[config.mk]
export PLATFORM = sky130hd
export DESIGN_NAME = mpwm_dt
export DESIGN_NICKNAME = d
export VERILOG_FILES = /design/src/rtl/mpwm_pkg.sv /design/src/rtl/mpwm_ticksel.sv /design/src/rtl/mpwm_timebase.sv /design/src/rtl/mpwm_chan.sv /design/src/rtl/mpwm_deadband.sv /design/src/rtl/mpwm_dt.sv
export SDC_FILE = /design/constraint.sdc
export NUM_CORES = 1
export LEC_CHECK = 0
export ABC_AREA = 1
export BUFFER_PORTS_ARGS = -buffer_cell sky130_fd_sc_hd__buf_2
export CORE_ASPECT_RATIO = 1.5
export CORE_UTILIZATION = 51
export CTS_BUF_LIST = sky130_fd_sc_hd__clkbuf_2
export CTS_CLUSTER_SIZE = 12
export DETAILED_ROUTE_END_ITERATION = 12
export PLACE_DENSITY_LB_ADDON = 0.2
export SYNTH_ARGS = -nofsm -noshare
export SYNTH_HDL_FRONTEND = slang
export SYNTH_SLANG_ARGS = --single-unit
[constraint.sdc]
create_clock -name clk -period 3.9 [get_ports clk]
set_input_delay 0.78 -clock clk [delete_from_list [all_inputs] [get_ports clk]]
set_output_delay 0.78 -clock clk [all_outputs]
set_load 0.01 [all_outputs]
[src/rtl/mpwm_pkg.sv]
package mpwm_pkg;
   typedef enum logic [1:0] {
      SRC_SYS   = 2'd0,
      SRC_FDIV  = 2'd1,
      SRC_FAST  = 2'd2,
      SRC_FASTX = 2'd3
   } mpwm_src_e;

   localparam int unsigned MPWM_MAX_DT_BITS = 8;
endpackage

[src/rtl/mpwm_ticksel.sv]
module mpwm_ticksel #(
   parameter int unsigned NSRC = 4,
   localparam int unsigned SELW = $clog2(NSRC)
) (
   input  logic [NSRC-1:0] src_tick,
   input  logic [SELW-1:0] sel,
   output logic            tick
);
   generate
      if (NSRC == (1 << SELW)) begin : g_full
         assign tick = src_tick[sel];
      end else begin : g_part
         always_comb begin
            tick = 1'b0;
            for (int i = 0; i < NSRC; i++) begin
               if (sel == SELW'(i)) tick = src_tick[i];
            end
         end
      end
   endgenerate
endmodule

[src/rtl/mpwm_timebase.sv]
module mpwm_timebase #(
   parameter int unsigned CW = 16
) (
   input  logic          clk,
   input  logic          rst_n,
   input  logic          run,
   input  logic          tick,
   input  logic          per_wr,
   input  logic [CW-1:0] per_wdata,
   input  logic          irq_clr,
   output logic [CW-1:0] cnt,
   output logic [CW-1:0] per_act,
   output logic          load,
   output logic          irq
);
   logic [CW-1:0] per_sh_q;
   logic [CW-1:0] cnt_q;
   logic [CW-1:0] per_q;
   logic          irq_q;
   logic          wrap;

   assign wrap = run && tick && (cnt_q >= per_q);
   assign load = wrap || !run;

   always_ff @(posedge clk or negedge rst_n) begin
      if (!rst_n) begin
         per_sh_q <= '0;
         cnt_q    <= '0;
         per_q    <= '0;
         irq_q    <= 1'b0;
      end else begin
         if (per_wr) per_sh_q <= per_wdata;
         if (load) begin
            cnt_q <= '0;
            per_q <= per_sh_q;
         end else if (tick) begin
            cnt_q <= cnt_q + CW'(1);
         end
         irq_q <= (irq_q && !irq_clr) || wrap;
      end
   end

   assign cnt     = cnt_q;
   assign per_act = per_q;
   assign irq     = irq_q;
endmodule

[src/rtl/mpwm_chan.sv]
module mpwm_chan #(
   parameter int unsigned CW  = 16,
   parameter int unsigned CHW = 3,
   parameter int unsigned IDX = 0
) (
   input  logic           clk,
   input  logic           rst_n,
   input  logic           run,
   input  logic           load,
   input  logic           duty_wr,
   input  logic [CHW-1:0] duty_ch,
   input  logic [CW-1:0]  duty_wdata,
   input  logic [CW-1:0]  cnt,
   output logic           lvl
);
   logic [CW-1:0] duty_sh_q;
   logic [CW-1:0] duty_q;
   logic          lvl_q;

   always_ff @(posedge clk or negedge rst_n) begin
      if (!rst_n) begin
         duty_sh_q <= '0;
         duty_q    <= '0;
         lvl_q     <= 1'b0;
      end else begin
         if (duty_wr && duty_ch == CHW'(IDX)) duty_sh_q <= duty_wdata;
         if (load) duty_q <= duty_sh_q;
         lvl_q <= run && (cnt < duty_q);
      end
   end

   assign lvl = lvl_q;
endmodule

[src/rtl/mpwm_deadband.sv]
module mpwm_deadband #(
   parameter int unsigned DTW = 4
) (
   input  logic           clk,
   input  logic           rst_n,
   input  logic           on,
   input  logic           tick,
   input  logic [DTW-1:0] dt,
   input  logic           lvl,
   output logic           p,
   output logic           n
);
   logic           prev_q;
   logic [DTW-1:0] dcnt_q;
   logic           changed;
   logic           settled;

   assign changed = lvl != prev_q;

   always_ff @(posedge clk or negedge rst_n) begin
      if (!rst_n) begin
         prev_q <= 1'b0;
         dcnt_q <= '0;
      end else begin
         prev_q <= lvl;
         if (changed)                   dcnt_q <= tick ? DTW'(1) : '0;
         else if (tick && dcnt_q < dt)  dcnt_q <= dcnt_q + DTW'(1);
      end
   end

   assign settled = (dt == '0) || (!changed && dcnt_q >= dt);
   assign p = on &&  lvl && settled;
   assign n = on && !lvl && settled;
endmodule

[src/rtl/mpwm_dt.sv]
module mpwm_dt #(
   parameter int unsigned NCH  = 6,
   parameter int unsigned CW   = 16,
   parameter int unsigned DTW  = 4,
   parameter int unsigned NSRC = 4,
   localparam int unsigned CHW  = $clog2(NCH),
   localparam int unsigned SELW = $clog2(NSRC)
) (
   input  logic            clk,
   input  logic            rst_n,
   input  logic            en,
   input  logic [SELW-1:0] src_sel,
   input  logic [NSRC-1:0] src_tick,
   input  logic            per_wr,
   input  logic [CW-1:0]   per_wdata,
   input  logic            duty_wr,
   input  logic [CHW-1:0]  duty_ch,
   input  logic [CW-1:0]   duty_wdata,
   input  logic [DTW-1:0]  dt_len,
   input  logic            irq_clr,
   output logic            out_p,
   output logic            out_n,
   output logic [NCH-1:1]  out_ch,
   output logic            irq
);
   generate
      if (NCH < 2 || NCH > 64) begin : g_bad_nch
         $error("mpwm_dt: NCH must be 2..64");
      end
      if (CW < 2 || CW > 32) begin : g_bad_cw
         $error("mpwm_dt: CW must be 2..32");
      end
      if (DTW < 1 || DTW > mpwm_pkg::MPWM_MAX_DT_BITS) begin : g_bad_dtw
         $error("mpwm_dt: DTW out of range");
      end
      if (NSRC < 2) begin : g_bad_nsrc
         $error("mpwm_dt: NSRC must be at least 2");
      end
   endgenerate

   logic           tick_w;
   logic [CW-1:0]  cnt_w;
   logic [CW-1:0]  per_w;
   logic           load_w;
   logic [NCH-1:0] lvl_w;
   logic           on_q;

   always_ff @(posedge clk or negedge rst_n) begin
      if (!rst_n) on_q <= 1'b0;
      else        on_q <= en;
   end

   mpwm_ticksel #(.NSRC(NSRC)) u_sel (
      .src_tick (src_tick),
      .sel      (src_sel),
      .tick     (tick_w)
   );

   mpwm_timebase #(.CW(CW)) u_tb (
      .clk       (clk),
      .rst_n     (rst_n),
      .run       (en),
      .tick      (tick_w),
      .per_wr    (per_wr),
      .per_wdata (per_wdata),
      .irq_clr   (irq_clr),
      .cnt       (cnt_w),
      .per_act   (per_w),
      .load      (load_w),
      .irq       (irq)
   );

   generate
      for (genvar i = 0; i < NCH; i++) begin : g_ch
         mpwm_chan #(.CW(CW), .CHW(CHW), .IDX(i)) u_ch (
            .clk        (clk),
            .rst_n      (rst_n),
            .run        (en),
            .load       (load_w),
            .duty_wr    (duty_wr),
            .duty_ch    (duty_ch),
            .duty_wdata (duty_wdata),
            .cnt        (cnt_w),
            .lvl        (lvl_w[i])
         );
      end
      for (genvar j = 1; j < NCH; j++) begin : g_out
         assign out_ch[j] = lvl_w[j];
      end
   endgenerate

   mpwm_deadband #(.DTW(DTW)) u_db (
      .clk   (clk),
      .rst_n (rst_n),
      .on    (on_q),
      .tick  (tick_w),
      .dt    (dt_len),
      .lvl   (lvl_w[0]),
      .p     (out_p),
      .n     (out_n)
   );
endmodule

; Word level (Yosys, flattened, before mapping)
; Index checks and enable logic that the tools add are counted.
[word_totals]
regBits = 253
in_bits = 51
output_inout_bits = 8
elab_cells = 82
[op_classes]
add_sub_neg = 2
order_cmp = 10
n_eq_ne = 6
n_mux = 7
reduce_logical = 32
[ops]
columns = operator, count
row1 = $lt A16 B16 Y1, 6
row2 = $mux W16, 2
row3 = $logic_and A1 B1 Y1, 21
row4 = $add A16 B1 Y16 const B, 1
row5 = $ge A16 B16 Y1, 1
row6 = $mux W4, 2
row7 = $eq A3 B2 Y1 const B, 2
row8 = $eq A3 B3 Y1 const B, 2
row9 = $add A4 B1 Y4 const B, 1
row10 = $ge A4 B4 Y1, 1
row11 = $logic_not A1 Y1, 4
row12 = $logic_not A4 Y1, 1
row13 = $lt A4 B4 Y1, 1
row14 = $reduce_bool A2 Y1, 2
row15 = $eq A3 B1 Y1 const B, 1
row16 = $logic_not A3 Y1, 1
row17 = $logic_or A1 B1 Y1, 3
row18 = $lt A2 B3 Y1 const B, 1
row19 = $bmux W1 S2, 1
row20 = $mux W1, 2
row21 = $ne A1 B1 Y1, 1

; Logic depth before layout (Yosys ltp)
[logic_depth]
depth_word = 6
depth_mapped = 17
mapped_depth_nobuf = 15

; Cells and area by module
; Synthesis repeated with hierarchy kept, for this count alone.
[hier_totals]
hier_cells = 1272
area_unflattened_um2 = 12876.1
[modules_own_cells]
columns = module, instances, cells_per_inst, area_each_um2, seq_area_each_um2
row1 = mpwm_chan at g_ch[1].u_ch ..., 3, 153, 1630.3, 825.8
row2 = mpwm_chan at g_ch[3].u_ch ..., 2, 153, 1631.6, 825.8
row3 = mpwm_timebase, 1, 281, 2568.7, 1226.2
row4 = mpwm_chan at g_ch[0].u_ch, 1, 153, 1622.8, 825.8
row5 = mpwm_deadband, 1, 54, 416.6, 125.1
row6 = mpwm_dt, 1, 6, 62.6, 25.0
row7 = mpwm_ticksel, 1, 13, 51.3, 0.0

; Worst setup path after synthesis
; Ideal clock, no wire load.
[synth_timing]
path_kind = in2out
start = input dt_len[3]
end = output out_n
arrival_ns = 1.815
required_ns = 3.120
slack_ns = 1.305
cell_stages = 8
path_buffers = 0
cell_sequence = inv_1 ha_1 nand2_1 o21ai_0 o21ai_0 o41ai_1 nand2_1 nor2_1
[synth_between]
elab_chain_len = 4
[synth_rtl]
columns = item, line_no
row1 = from (decl), mpwm_dt.sv:19  ; input logic [DTW-1:0] dt_len,
row2 = $ge A4 B4 Y1, mpwm_deadband.sv:31  ; assign settled = (dt == '0) || (!changed && dcnt_q >= dt);
row3 = $logic_and A1 B1 Y1, mpwm_deadband.sv:31
row4 = $logic_or A1 B1 Y1 (*), mpwm_deadband.sv:31
row5 = $logic_and A1 B1 Y1 (*), mpwm_deadband.sv:33  ; assign n = on && !lvl && settled;
row6 = to (decl), mpwm_dt.sv:22  ; output logic out_n,
; Every way passes the cells marked *; elsewhere a longest branch is shown, timed or not.

; Worst setup path in the final report
[layout_timing]
start = register u_db.dcnt_q[1]
end = output out_p
[layout_between]
elab_chain_len = 4
[layout_rtl]
columns = item, line_no
row1 = from (decl), mpwm_deadband.sv:14  ; logic [DTW-1:0] dcnt_q;
row2 = from (signal assigned), mpwm_deadband.sv:26  ; if (changed) dcnt_q <= tick ? DTW'(1) : '0;
row3 = from (signal assigned), mpwm_deadband.sv:27  ; else if (tick && dcnt_q < dt) dcnt_q <= dcnt_q + DTW'(1);
row4 = $ge A4 B4 Y1, mpwm_deadband.sv:31
row5 = $logic_and A1 B1 Y1, mpwm_deadband.sv:31
row6 = $logic_or A1 B1 Y1, mpwm_deadband.sv:31
row7 = $logic_and A1 B1 Y1, mpwm_deadband.sv:32  ; assign p = on && lvl && settled;
row8 = to (decl), mpwm_dt.sv:21  ; output logic out_p,
; Every way passes these cells.

==> metrics.md <==
| Metric | Value |
|---|---|
| Status | `completed` |
| CTS tree | `built` |
| PwrDens | `436 nW/µm²` |
| Vias per cell | `approximately 5.3` |
| Final hold slack | `0.0609 ns` |
| Final setup margin | `around 0.63 ns` |
| Clock slew at reported path FFs | `around 0.1 ns` |
| FFs w/ async S/R, synth | `1.00` |
| Area fraction of the dominant cell type after synthesis | `0.502` |
| Synthesized cell area | `12,600 µm²` |
| # resized after CTS | `0` |
| Layout area overhead | `8.55%` |
| RSZ-0062 raised after global routing | `no` |
| Routability Congestion | `0.822` |
| Routed Antenna Nets | `0` |
| Dpl hpwl | `19.5 mm` |
| Pre-CTS WS | `0.762 ns` |
| Overall Power | `between 5 and 6 mW` |
| Post-synth top flop | `dfrtp_1` |
| Part of the cycle the worst path needs | `0.838` |
| Mapped Cells | `around 1.4k` |
| Max Slew Vio Count | `0` |
| H-tree Lvls | `2` |
| Fillers | `2,363` |
| Number of synthesized flops with an enable pin | `0` |
| Critical Path Fanout Max | `3` |
| Nets | `1,684` |
| Post-synth top cells | `nand2_1, dfrtp_1, inv_1, nand3_1, ha_1` |
| Crit path launch type | `register` |
| Die Y-Extent | `195 µm` |
| Worst Max-Slew Pin Slew | `1.23 ns` |
| CP arrival | `2.49 ns` |
| Wire length per cell | `15.9 µm` |
| CTS sink count | `253` |
| Synth Warn # | `0` |
| Final setup vio count | `0` |
| DR iter-0 viols | `474` |
| Die Footprint | `25,400 µm²` |
| Peak VDD IR | `approximately 0.18 mV` |
| Layout cell share with drive strength beyond 1 | `0.119` |
| Critical path type | `register to output pin` |
| Cell with the most instances after synthesis | `nand2_1` |
| Vias in the first global route | `9,745` |
| Residual DRC | `0` |
| Critical Path End Type | `output pin` |
| Max-slew headroom | `0.182` |
| Die width | `between 100 and 150 µm` |
| Worst-Skew Late Latency | `0.93 ns` |
| Syn_nets | `1,607` |
| Clock root buffer | `clkbuf_2` |
| Top cells by area, synth | `dfrtp_1, nand2_1, ha_1` |
| Endpoints failing hold | `0` |
| I/O pin total | `59` |
| CTS Buf Count | `60` |
| Core Area | `24,300 µm²` |
| Starting Density | `0.518` |
| Leakage | `7.44 nW` |
| Final wirelength | `30.0 mm` |
| IO buf count | `58` |
| Max frequency | `306 MHz` |
| Register area | `approximately 6300 µm²` |
| Worst endpoint required time | `3.12 ns` |
| Worst hold path class | `input port to register` |
| Worst Skew | `0.0573 ns` |
| First-pass GRT wire length | `49.3 mm` |
| Multi-input logic area | `about 5300 µm²` |
| Final Critical Period | `3.27 ns` |
| Register area share after synthesis | `0.502` |
| Avg Inst Size Synth | `8.74 µm²` |
| GR Overflow Total | `0` |
| Setup tns final | `0 ns` |
| Max-Cap Viols | `0` |
| First-pass DRT Iterations | `5` |
| #FFs+latches synth | `253` |
| Initial antenna violation count | `2` |
| Cell taking the most area after synthesis | `dfrtp_1` |
| Synth cell types | `27` |
| Total GRT Usage | `0.253` |
| DR vias | `9,899` |
| Largest net degree at the start of global routing | `114` |
| Rows | `70` |
| Clk buf depth | `3` |
==> layer usage <==
metal | vias to the layer above | global-route usage | share of wire
met5 | - | 0 | 0
met4 | 0 | 0.0996 | 0.033
met3 | 61 | 0.0451 | 0.043
met2 | 212 | 0.418 | 0.49
met1 | 4751 | 0.326 | 0.44
li1 | 4875 | - | -
==> state kept, by name, summed over array words and instances, names as in the netlist, 4 cells and up <==
name	count
g_ch.u_ch.duty_q	96
g_ch.u_ch.duty_sh_q	96
g_ch.u_ch.lvl	6
u_db.dcnt_q	4
u_tb.cnt	16
u_tb.per_act	16
u_tb.per_sh_q	16
==> worst paths after layout <==
path | endpoint | cells past startpoint | startpoint | slack (ns)
hold / removal | u_tb.irq$_DFF_PN0_ | 2 | irq_clr | 0.06
min in group asynchronous | g_ch[2].u_ch.duty_q[2]$_DFFE_PN0P_ | 2 | rst_n | 0.46
setup / recovery | out_p | 8 | u_db.dcnt_q[1]$_DFFE_PN0P_ | 0.63
hold reg to reg | g_ch[1].u_ch.duty_q[3]$_DFFE_PN0P_ | 2 | g_ch[1].u_ch.duty_sh_q[3]$_DFFE_PN0P_ | 0.45
max in group asynchronous | g_ch[2].u_ch.duty_sh_q[11]$_DFFE_PN0P_ | 3 | rst_n | 2.61
setup reg to reg | u_tb.irq$_DFF_PN0_ | 13 | u_tb.cnt[0]$_DFFE_PN0P_ | 0.72
==> stage by stage <==
stage | std cells | util | instance area (µm²)
4_1_cts | 1882 | 0.563 | 13700
3_3_place_gp | 1782 | 0.542 | 13200
5_1_grt | 1884 | 0.563 | 13700
3_5_place_dp | 1782 | 0.542 | 13200
6_report | 1884 | 0.563 | 13700
2_1_floorplan | 1444 | - | 12600
==> power by group <==
part	leakage [nW]	internal (mW)	switching, mW
clock	0.385	0.589	1.03
combinational	3.85	0.424	0.659
sequential	3.20	3.04	0.235
total	7.44	4.05	1.93
==> cells in the final DEF (no fill, tap or decap) <==
master	synthesis	routed
nand3_1	126	126
o21a_1	9	9
buf_4	6	16
xnor2_1	3	3
dfrtp_1	253	253
nand2_1	424	424
clkbuf_2	0	88
nand4_1	14	14
buf_8	0	1
a21oi_1	60	60
o21ai_0	107	107
o311ai_0	6	6
nand2_4	0	2
a211oi_1	6	6
buf_2	14	56
diode_2	0	2
nor2_1	36	36
clkinv_1	1	11
nor3_1	19	19
ha_1	112	112
o21bai_1	2	2
mux2_2	16	16
nor4_2	1	1
clkinv_2	0	1
xor2_1	9	9
buf_12	0	4
inv_1	168	168
o221ai_1	6	6
dlygate4sd3_1	0	1
o41ai_1	1	1
==> cells by family after synthesis <==
family / synth area share
muxes: 0.0143
buffers and inverters: 0.0763
AOI/OAI and AO/OA: 0.0853
and+or+nand+nor: 0.203
xor gates and xnor gates: 0.00833
adders and majority gates: 0.111
DFF: 0.502
==> critical path, stage by stage, from the launching register on <==
cell and delay [ns]:
dfrtp_1 0.42, ha_1 0.30, a21oi_1 0.07, o21ai_0 0.25
o21ai_0 0.13, o41ai_1 0.08, nand2_1 0.10, nor2_1 0.10
buf_2 0.13
==> area by class of cell <==
cell class                 instances  area share
antenna                            2    0.000365
clock buffer                      88      0.0321
clock inverter                    11     0.00310
inverter                         169      0.0463
multi-input combinational        959       0.390
sequential                       253       0.462
tap                              324      0.0296
timing repair buffer              78      0.0369
==> repair_timing <==
| action | CTS | global route |
|---|---|---|
| hold buffers | 1 | 0 |
| hold endpoints to repair | 79 | 0 |
| setup buffers | 0 | 0 |
Power figures use the tool's default switching activity.
